### src/rtl/ee_cfg_loader.sv
module ee_cfg_loader #(
  parameter logic [7:0]  CTL_OFFSET  = 8'h22,
  parameter logic [47:0] DEF_STATION = 48'h0,
  parameter logic        DEF_BUS16   = 1'b1,
  parameter int          DIV_LOG2    = 3
) (
  input  logic        clk,
  input  logic        rst_n,
  input  logic        load_en,
  output logic        ee_cs,
  output logic        ee_sk,
  output logic        ee_di,
  input  logic        ee_do,
  input  logic [7:0]  sw_addr,
  input  logic        sw_wr,
  input  logic [15:0] sw_wdata,
  output logic [15:0] sw_rdata,
  output logic [47:0] station_addr,
  output logic        bus16,
  output logic        busy
);
  typedef enum logic [1:0] {S_START, S_GAP, S_SHIFT, S_DONE} st_t;

  st_t                 st;
  logic [DIV_LOG2-1:0] div;
  logic [4:0]          bitn;
  logic [2:0]          wrd;
  logic                ab6;
  logic [14:0]         sr;
  logic [2:0]          ctl;
  logic [4:0]          last_addr, last_bit;
  logic [7:0]          addr8;
  logic [2:0]          aidx;
  logic                slot_end, shifting, auto_di, ctl_hit;
  logic                unused_wdata;

  assign busy      = (st != S_DONE);
  assign shifting  = (st == S_SHIFT);
  assign slot_end  = &div;
  assign last_addr = ab6 ? 5'd8 : 5'd10;
  assign last_bit  = last_addr + 5'd16;
  assign addr8     = {5'd0, wrd};
  assign aidx      = 3'(last_addr - bitn);
  assign ctl_hit   = (sw_addr == CTL_OFFSET);
  assign unused_wdata = ^sw_wdata[15:3];

  always_comb begin
    if (bitn <= 5'd1)                        auto_di = 1'b1;
    else if (bitn >= 5'd3 && bitn <= last_addr) auto_di = addr8[aidx];
    else                                      auto_di = 1'b0;
  end

  assign ee_cs    = busy ? shifting : ctl[0];
  assign ee_sk    = busy ? (shifting & div[DIV_LOG2-1]) : ctl[1];
  assign ee_di    = busy ? (shifting & auto_di) : ctl[2];
  assign sw_rdata = ctl_hit ? {11'd0, busy, ee_do, ctl} : 16'd0;

  always_ff @(posedge clk or negedge rst_n) begin
    if (!rst_n) begin
      st           <= S_START;
      div          <= '0;
      bitn         <= '0;
      wrd          <= '0;
      ab6          <= 1'b0;
      sr           <= '0;
      ctl          <= '0;
      station_addr <= DEF_STATION;
      bus16        <= DEF_BUS16;
    end else begin
      case (st)
        S_START: begin
          div <= '0;
          st  <= load_en ? S_GAP : S_DONE;
        end
        S_GAP: begin
          div <= div + 1'b1;
          if (slot_end) begin
            bitn <= '0;
            st   <= S_SHIFT;
          end
        end
        S_SHIFT: begin
          div <= div + 1'b1;
          if (slot_end) begin
            bitn <= bitn + 1'b1;
            if (bitn > last_addr) sr <= {sr[13:0], ee_do};
            if (wrd == 3'd0 && bitn == 5'd8 && !ee_do) ab6 <= 1'b1;
            if (bitn == last_bit) begin
              case (wrd)
                3'd1:    station_addr[15:0]  <= {sr, ee_do};
                3'd2:    station_addr[31:16] <= {sr, ee_do};
                3'd3:    station_addr[47:32] <= {sr, ee_do};
                3'd6:    bus16               <= ee_do;
                default: ;
              endcase
              wrd <= wrd + 1'b1;
              st  <= (wrd == 3'd6) ? S_DONE : S_GAP;
            end
          end
        end
        default: begin
          if (sw_wr && ctl_hit) ctl <= sw_wdata[2:0];
        end
      endcase
    end
  end
endmodule


### config.mk
export PLATFORM = sky130hd
export DESIGN_NAME = ee_cfg_loader
export DESIGN_NICKNAME = d
export VERILOG_FILES = /design/src/rtl/ee_cfg_loader.sv
export SDC_FILE = /design/constraint.sdc
export NUM_CORES = 1
export LEC_CHECK = 0
export BUFFER_PORTS_ARGS = -buffer_cell sky130_fd_sc_hd__buf_2
export CELL_PAD_IN_SITES_DETAIL_PLACEMENT = 1
export CELL_PAD_IN_SITES_GLOBAL_PLACEMENT = 2
export CORE_MARGIN = 2
export CORE_UTILIZATION = 35
export DETAILED_ROUTE_END_ITERATION = 8
export GPL_TIMING_DRIVEN = 0
export HOLD_SLACK_MARGIN = 0.02
export PLACE_DENSITY_LB_ADDON = 0.25
export SLEW_MARGIN = 20
export SYNTH_ARGS = -nofsm -noshare
export SYNTH_HDL_FRONTEND = slang
export SYNTH_SLANG_ARGS = --single-unit
### constraint.sdc
create_clock -name clk -period 3.36 [get_ports clk]
set_clock_uncertainty 0.15 [all_clocks]
set_input_delay 0.672 -clock clk [delete_from_list [all_inputs] [get_ports clk]]
set_output_delay 0.672 -clock clk [all_outputs]
set_load 0.01 [all_outputs]
==> run summary, run 1 <==
Setup-failing EPs final - 0
CTS Buffer Depth - 2
Clock transition at path regs - 0.09 ns
Avg Cell Area, Syn - 14.1 um^2
Most frequent CP cell - ha_1
Startpoint Class - flip-flop
GRT overflow - 0
Full die area - 0.0116 mm^2
Post-DP HPWL - 5610 um
Hold Path Class - input pin to async pin
I/O Buffers - 73
Detailed-route via count - 2324
Worst path max stage delay - 0.48 ns
Synth Instances - 268
F_max - 0.325 GHz
Top cell type's share of synthesized area - 53.0%
Worst setup EP type - output port
Largest net degree at the start of global routing - 55
RSZ-0062 raised after global routing - false
Worst-path cell chain - inv_1, ha_1, ha_1, o21bai_1, a21oi_1, a31oi_1, o21ai_0, buf_2
Rows - 37
Least-Margin Pin Slew - 0.527 ns
Slowest CP cell - dfrtp_1
Routed WL - 7680 um
Share of cells above drive strength 1 - 49.7%
Mean routed wirelength per cell - 15.2 um
CP Class - flip-flop to output port
Initial antenna violation count - 0
Reg2reg start - bitn[1]
Data arrival time of the critical path - 2.25 ns
Initial Util - 36.2%
Max VDD drop - 0.279 mV
Nets@finish - 410
# DRC - 0
Status - finished clean
CTS tree - built
TritonCTS Buffers - 9
Die height - 108 um
# H-tree levels - 3
Power consumption - 0.00215 W
CP top delay family - compound AO/OA/AOI/OAI gates
Most frequent cells in the layout - dfrtp_1, buf_2, mux2_2
CORE AREA - 0.0104 mm^2
Number of global-route vias before repair - 2451
DIE WIDTH - 108 um
Rel. slew slack - 64.6%
Sequential-to-total area share from yosys stat - 53.7%
CP required - 2.54 ns
Max Cap Viol - 0
Final min period - 3.07 ns
Hold Vio Cnt, Final - 0
Antenna cell count - 0
Total GRT Usage - 14.1%
Synth cell types - 43
Main synth FF type - dfrtp_1
Yosys Warn Count - 0
Fin crit share - 91.4%
Met2 WL post-DR - 3820 um
Drt first pass iters - 4
DRT iter0 DRCs - 47
Synthesis-stage register bit count - 81
Buf/Inv on CP - 2
Post-route insts no fill - 504
Ports - 98
Gpl congestion - 0.766
Max Fanout on Critical Path - 7
Hold_buf cts - 0
Met3 WL - 271 um
Number of routed nets with antenna violations - 0
Synthesized cell area - 0.00377 mm^2
Postcts setup bufs - 0
Async SR Flop Fraction - 100%
Placed Cells - 488
PD cells - 468 mW/mm^2
Critical path launch point - bitn[1]
Commonest non-fill, non-tap cell in the layout - dfrtp_1
Final setup TNS - 0 ns
Root buffer cell - clkbuf_8
Top sig layer - met4
Top cell type by total area after synthesis - dfrtp_1
Leading post-synthesis cells by cell area - dfrtp_1, mux2_2, mux2_4
Routed vias/inst - 4.61
Slew Limit Fails - 0
First-pass GRT wire length - 12700 um
Leakage - 2.48 nW
Post-Route M1 WL - 3550 um
Insertion delay of the later-clocked pin in the worst-skew pair - 0.35 ns
Post-layout util - 44.0%
# clock sinks - 81
Post-synth EDFFs - 0
Cts repair resizes - 0
Layout area overhead - 21.5%
registers in the layout, indices dropped and copies added (netlist names):
| signal | cells |
|---|---|
| wrd | 3 |
| station_addr | 48 |
| sr | 15 |
| st | 2 |
| ctl | 3 |
| bus16 | 1 |
| div | 3 |
| ab6 | 1 |
| bitn | 5 |
stage by stage:
step                setup WS [ns]  hold WS (ns)  instance area (um^2)
CTS                         0.240        0.0687                  4590
floorplan                   0.897         0.226                  3810
detailed placement          0.563         0.341                  4380
finish                      0.288        0.0777                  4590
global placement            0.601         0.333                  4350
global route               0.0566        0.0826                  4590
metal layers:
| layer | vias to the layer above | global-route usage, % |
|---|---|---|
| li1 | 1104 | - |
| met1 | 1171 | 18.6 |
| met2 | 45 | 23.2 |
| met3 | 4 | 3.63 |
| met4 | 0 | 3.57 |
| met5 | - | 0 |
report_power, final:
group / total (W) / leakage [nW] / switching (W) / internal (W)
Sequential: 0.00105 / 1.11 / 0.0000368 / 0.00101
Combinational: 0.000345 / 1.26 / 0.000192 / 0.000153
Clock: 0.000754 / 0.103 / 0.000395 / 0.000359
cell families after synthesis:
logic type               count (synthesis)  synth area share (%)
AO/OA/AOI/OAI                           25                  4.64
multiplexers                            72                  23.4
buffers and inverters                   31                  5.93
flip-flops                              81                  53.7
adder cells (fa/ha/maj)                 18                  6.16
XOR/XNOR                                 2                 0.464
other                                    1                0.0993
AND/OR/NAND/NOR                         38                  5.60
worst reg2reg max path, stage by stage, from the launching register on:
cell      delay [ns]
dfrtp_1         0.48
inv_1           0.13
ha_1            0.31
ha_1            0.20
o21bai_1        0.13
a21oi_1         0.11
nor2_1          0.45
buf_2           0.36
mux2_2          0.37
worst paths after layout:
kind / depth (start not counted) / slack, ns / to
worst max-delay path: 8 / 0.29 / ee_di
worst min-delay path: 1 / 0.08 / station_addr[26]
worst max register to register: 8 / 0.57 / sr[2]
worst min register to register: 1 / 0.36 / station_addr[15]
max in group asynchronous: 2 / 2.35 / bus16
min in group clk: 1 / 0.36 / station_addr[15]
Yosys cell counts (2+ instances only):
| cell | number |
|---|---|
| a21o_1 | 2 |
| a21oi_1 | 3 |
| a22o_1 | 4 |
| and2_1 | 5 |
| and3_1 | 3 |
| and4b_1 | 2 |
| buf_12 | 2 |
| buf_2 | 2 |
| buf_4 | 11 |
| buf_6 | 4 |
| clkbuf_1 | 2 |
| dfrtp_1 | 80 |
| ha_1 | 17 |
| inv_1 | 9 |
| mux2_2 | 49 |
| mux2_4 | 20 |
| mux2i_1 | 3 |
| nand2_1 | 10 |
| nand3_1 | 4 |
| nor2_1 | 5 |
| nor3_1 | 3 |
| nor4b_1 | 2 |
| o21ai_0 | 6 |
cell type report:
| type | instances | area [um^2] |
|---|---|---|
| fillers | 1150 | 5830 |
| flip-flops and latches | 81 | 2030 |
| multi-input cells | 166 | 1560 |
| repair buffers | 74 | 395 |
| plain buffers | 22 | 190 |
| well taps | 136 | 170 |
| clock buffers | 9 | 124 |
| clock inverters | 7 | 83.8 |
| inverters | 9 | 33.8 |
Power figures use the tool's default switching activity.
==> inputs of run 2 (changes only) <==
CELL_PAD_IN_SITES_DETAIL_PLACEMENT = unset   (was 1)
CELL_PAD_IN_SITES_GLOBAL_PLACEMENT = unset   (was 2)
CORE_UTILIZATION = 46   (was 35)
==> run 2 against run 1 <==
Effect of this change: combinational power is 2% lower; sequential power hardly changed; flip-flop and latch count stayed put; critical path depth stayed put; largest power group unchanged; cell area is 1.3% lower; non-clock buffer count stayed put; worst setup slack better by 0.0026 ns; via count hardly changed; core utilization is 12 points higher.
==> run summary, run 2 (synthesis gave the netlist of run 1 again) <==
Rows - 33 (-11%)
Status - finished clean
Nets@finish - 410 (unchanged)
Top flop regs - station_addr (48), sr (15), bitn (5)
Placed Cells - 457 (-6.4%)
F_max - 0.326 GHz (about the same)
Root buffer cell - clkbuf_8
Slowest CP cell - dfrtp_1
Most flops, register - station_addr
Met2 WL post-DR - 3270 um (-14%)
Hold Vio Cnt, Final - 0 (unchanged)
Drt first pass iters - 4 (unchanged)
Power consumption - 0.00206 W (-3.9%)
I/O Buffers - 73 (unchanged)
Final setup TNS - 0 ns (unchanged)
Hold_buf cts - 0 (unchanged)
Largest net degree at the start of global routing - 54 (-1.8%)
Leakage - 2.46 nW (-0.65%)
Insertion delay of the later-clocked pin in the worst-skew pair - 0.35 ns (about the same)
Hold Path Class - input pin to async pin
Initial antenna violation count - 0 (unchanged)
Worst-path cell chain - inv_1, ha_1, ha_1, o21bai_1, a21oi_1, a31oi_1, o21ai_0, buf_2
Number of routed nets with antenna violations - 0 (unchanged)
Met3 WL - 301 um (+11%)
Ports - 98 (unchanged)
TritonCTS Buffers - 9 (unchanged)
CP Class - flip-flop to output port
Max Cap Viol - 0 (unchanged)
Min setup slack post-route - 0.290 ns (+0.00262 ns)
Initial Util - 46.6% (+10 points)
PD cells - 455 mW/mm^2 (-2.7%)
Largest register FFs - 48 (unchanged)
Number of global-route vias before repair - 2231 (-9.0%)
Max Fanout on Critical Path - 7 (unchanged)
Comb pwr share - 16.4% (+0.3 points)
First-pass GRT wire length - 11300 um (-11%)
Slew Limit Fails - 0 (unchanged)
Mean routed wirelength per cell - 14.6 um (-4.0%)
Fin crit share - 91.4% (about the same)
Final min period - 3.07 ns (-0.00262 ns)
Switching power share of the total - 29.2% (+0.19 points)
Clock transition at path regs - 0.08 ns (about the same)
Detailed-route via count - 2322 (-0.086%)
Post-route insts no fill - 473 (-6.2%)
Layout area overhead - 20.0%
Buf/Inv on CP - 2 (unchanged)
# clock sinks - 81 (unchanged)
Most frequent CP cell - ha_1
CP top delay family - compound AO/OA/AOI/OAI gates
Clock network power share - 32.8% (-2.3 points)
Antenna cell count - 0 (unchanged)
DIE WIDTH - 94.6 um (-12%)
CORE AREA - 0.00809 mm^2 (-22%)
Data arrival time of the critical path - 2.25 ns (about the same)
DRT iter0 DRCs - 71 (+51%)
Worst path max stage delay - 0.49 ns (about the same)
Gpl congestion - 0.825 (+7.7%)
CTS tree - built
GRT overflow - 0 (unchanged)
Post-Route M1 WL - 3210 um (-9.5%)
Rel. slew slack - 66.0% (+1.4 points)
Routed vias/inst - 4.91 (+6.5%)
CP required - 2.54 ns (about the same)
Setup-failing EPs final - 0 (unchanged)
Seq pwr share - 50.8% (+2.0 points)
# H-tree levels - 3 (unchanged)
Net switching power - 0.000603 W (-3.3%)
Share of cells above drive strength 1 - 49.7% (unchanged)
Startpoint Class - flip-flop
Cts repair resizes - 0 (unchanged)
P_int - 0.00146 W (-4.2%)
Commonest non-fill, non-tap cell in the layout - dfrtp_1
Pre-CTS setup slack - 0.601 ns (+0.0386 ns)
Top sig layer - met4
Die height - 94.6 um (-12%)
CTS Buffer Depth - 2 (unchanged)
Least-Margin Pin Slew - 0.507 ns (-0.0208 ns)
Post-DP HPWL - 4890 um (-13%)
# DRC - 0 (unchanged)
Total GRT Usage - 16.5% (+2.4 points)
Worst setup EP type - output port
Most frequent cells in the layout - dfrtp_1, buf_2, mux2_2
Routed WL - 6920 um (-9.9%)
Max VDD drop - 0.295 mV (+5.8%)
Final hold slack - 0.0802 ns (+0.00253 ns)
Postcts setup bufs - 0 (unchanged)
RSZ-0062 raised after global routing - false
Full die area - 0.00895 mm^2 (-23%)
[run 2: cell count changes in the layout (fill, tap and decap cells not counted), sizes merged]
cell / before / now
clkinv: 0 / 1
clkinvlp: 1 / 3
inv: 14 / 11
clkbuf: 12 / 13
bufinv: 1 / 0
[run 2: power groups by stage]
stage	Clock (W)	Combinational, W	Sequential (W)
final	0.000677	0.000338	0.00105
after detailed placement	0	0.000340	0.00107
after global routing	0.000746	0.000384	0.00105
after floorplan	0	0.000240	0.00106
after global placement	0	0.000326	0.00106
after CTS	0.000700	0.000343	0.00105
[run 2: worst paths after layout]
check                           slack, ns                to  cells after the start              from
worst max-delay path                 0.29             ee_di                      8           bitn[1]
max in group asynchronous            2.35             bus16                      2             rst_n
worst min-delay path                 0.08  station_addr[12]                      1             rst_n
worst max register to register       0.59             sr[2]                      8           bitn[1]
min in group clk                     0.36  station_addr[34]                      1  station_addr[34]
worst min register to register       0.36  station_addr[34]                      1  station_addr[34]
[run 2: per-stage QoR]
stage / utilization [%] / instance area (um^2)
floorplan: - / 3810
global placement: 53.2 / 4310
detailed placement: 53.6 / 4340
CTS: 56.0 / 4530
global route: 56.0 / 4530
finish: 56.0 / 4530
[run 2: area by class of cell]
cell class                 instances  area [um^2]
clock inverter                     6         51.3
fill                             725         3560
inverter                           9         33.8
timing repair buffer              74          395
multi-input combinational        166         1560
buffer                            22          190
tap                              105          131
sequential                        81         2030
clock buffer                      10          138
[run 2: worst reg2reg max path, cell delays in order (launching register included)]
cell	delay, ns
dfrtp_1	0.49
inv_1	0.13
ha_1	0.31
ha_1	0.19
o21bai_1	0.12
a21oi_1	0.11
nor2_1	0.41
buf_2	0.37
mux2_2	0.38
[run 2: layer usage]
layer  global-route usage (%)  vias to the layer above
li1                         -                     1109
met1                     22.5                     1146
met2                     25.7                       57
met3                     3.19                       10
met4                     7.61                        0
met5                        0                        -
==> inputs of run 3 (changes only) <==
CORE_ASPECT_RATIO = 0.9   (was unset)
CORE_MARGIN = 8   (was 2)
==> run 3 against run 2 <==
Effect of this change: worst hold slack improved by 0.035 ns; cell count fell by 1.3%; maximum frequency fell by 0.43%; global-route usage fell by 2.9 points; core utilization rose by 0.91 points.
==> run summary, run 3 (synthesis gave the netlist of run 1 again) <==
Number of routed nets with antenna violations - 0 (unchanged)
Final min period - 3.08 ns (+0.0133 ns)
Hold Path Class - input pin to async pin
CORE AREA - 0.00799 mm^2 (-1.3%)
Ports - 98 (unchanged)
Data arrival time of the critical path - 2.26 ns (about the same)
DRT iter0 DRCs - 50 (-30%)
Fin crit share - 91.8% (+0.40 points)
Routed vias/inst - 4.99 (+1.5%)
Max Fanout on Critical Path - 7 (unchanged)
Net switching power - 0.000584 W (-3.1%)
Rows - 31 (-6.1%)
Slew Limit Fails - 0 (unchanged)
Layout area overhead - 20.4%
Clock transition at path regs - 0.09 ns (about the same)
I/O Buffers - 73 (unchanged)
Post-DP HPWL - 5480 um (+12%)
# H-tree levels - 3 (unchanged)
# DRC - 0 (unchanged)
Number of global-route vias before repair - 2542 (+14%)
Top flop regs - station_addr (48), sr (15), bitn (5)
Postcts setup bufs - 0 (unchanged)
Total GRT Usage - 13.6% (-2.9 points)
Switching power share of the total - 27.6% (-1.7 points)
Detailed-route via count - 2328 (+0.26%)
DIE WIDTH - 111 um (+18%)
Initial Util - 47.2% (+0.60 points)
Mean routed wirelength per cell - 15.9 um (+8.9%)
Most flops, register - station_addr
Root buffer cell - clkbuf_8
Startpoint Class - flip-flop
Most frequent cells in the layout - dfrtp_1, buf_2, mux2_2
Worst setup EP type - output port
Commonest non-fill, non-tap cell in the layout - dfrtp_1
Critical path launch point - bitn[1]
Final hold slack - 0.115 ns (+0.0346 ns)
Comb pwr share - 15.8% (-0.6 points)
First-pass GRT wire length - 12600 um (+12%)
Cts repair resizes - 0 (unchanged)
Hold_buf cts - 0 (unchanged)
Nets@finish - 410 (unchanged)
Status - finished clean
CTS tree - built
Top sig layer - met4
PD cells - 466 mW/mm^2 (+2.4%)
TritonCTS Buffers - 9 (unchanged)
FILL cells - 694 (-4.3%)
Seq pwr share - 49.3% (-1.5 points)
Leakage - 2.48 nW (+0.83%)
Full die area - 0.0114 mm^2 (+27%)
CTS Buffer Depth - 2 (unchanged)
Largest register FFs - 48 (unchanged)
Met3 WL - 434 um (+44%)
CP Class - flip-flop to output port
GRT overflow - 0 (unchanged)
Least-Margin Pin Slew - 0.515 ns (+0.00794 ns)
Max VDD drop - 0.275 mV (-6.7%)
Reg2reg start - bitn[1]
Final setup TNS - 0 ns (unchanged)
Share of cells above drive strength 1 - 49.7% (unchanged)
Multi-input logic area - 0.00156 mm^2 (unchanged)
Drt first pass iters - 4 (unchanged)
Hold Vio Cnt, Final - 0 (unchanged)
RSZ-0062 raised after global routing - false
F_max - 0.324 GHz (-0.43%)
# clock sinks - 81 (unchanged)
Rel. slew slack - 65.6% (-0.43 points)
Gpl congestion - 0.766 (-7.2%)
Max Cap Viol - 0 (unchanged)
Antenna cell count - 0 (unchanged)
P_int - 0.00153 W (+5.2%)
Insertion delay of the later-clocked pin in the worst-skew pair - 0.34 ns (about the same)
Met2 WL post-DR - 3370 um (+3.1%)
CP required - 2.54 ns (about the same)
Clock network power share - 34.8% (+2.0 points)
Die height - 102 um (+7.8%)
Register Area - 0.00203 mm^2 (unchanged)
Setup-failing EPs final - 0 (unchanged)
Post-Route M1 WL - 3530 um (+10%)
Largest net degree at the start of global routing - 50 (-7.4%)
Initial antenna violation count - 0 (unchanged)
Routed WL - 7440 um (+7.5%)
## run 3: cell types whose count changed in the layout (fill, tap and decap cells not counted), sizes merged
| cell | previous run | this run |
|---|---|---|
| clkinv | 1 | 3 |
| bufinv | 0 | 1 |
| clkinvlp | 3 | 0 |
## run 3: path summary, 6_finish.rpt
path                                    end  slack, ns  cells past startpoint
max                                   ee_di       0.28                      8
max in group asynchronous             bus16       2.32                      2
min                                  ctl[1]       0.11                      1
max reg2reg                           sr[8]       0.56                      8
min in group clk           station_addr[41]       0.35                      1
min reg2reg                station_addr[41]       0.35                      1
## run 3: power groups by stage
stage	registers, W	clock network [W]	logic [W]
CTS	0.00105	0.000763	0.000342
global placement	0.00106	0	0.000325
finish	0.00105	0.000738	0.000336
detailed placement	0.00106	0	0.000340
global route	0.00105	0.000801	0.000388
floorplan	0.00106	0	0.000240
## run 3: layer usage
| metal | track usage (%) | up-vias |
|---|---|---|
| li1 | - | 1114 |
| met1 | 17.3 | 1143 |
| met2 | 21.4 | 61 |
| met3 | 4.75 | 10 |
| met4 | 4.30 | 0 |
| met5 | 0 | - |
## run 3: cell type report
type,count,area share [%]
plain buffers,22,4.19
clock buffers,10,3.03
clock inverters,6,1.62
inverters,9,0.744
multi-input cells,166,34.3
flip-flops and latches,81,44.6
well taps,99,2.73
repair buffers,74,8.70
## run 3: per-stage QoR
stage	power, W	std cells	worst slack (ns)	util, %	cell area (um^2)
final	0.00212	467	0.277	56.9	4540
after global routing	0.00224	467	0.113	56.9	4540
after CTS	0.00215	467	0.287	56.9	4540
after detailed placement	0.00140	451	0.601	54.2	4330
after global placement	0.00139	450	0.637	53.8	4300
after floorplan	0.00130	278	0.897	-	3810
## run 3: critical path: stages, from the launching register on
cell,delay [ns]
dfrtp_1,0.51
inv_1,0.13
ha_1,0.31
ha_1,0.19
o21bai_1,0.12
a21oi_1,0.11
a31oi_1,0.25
o21ai_0,0.14
buf_2,0.15
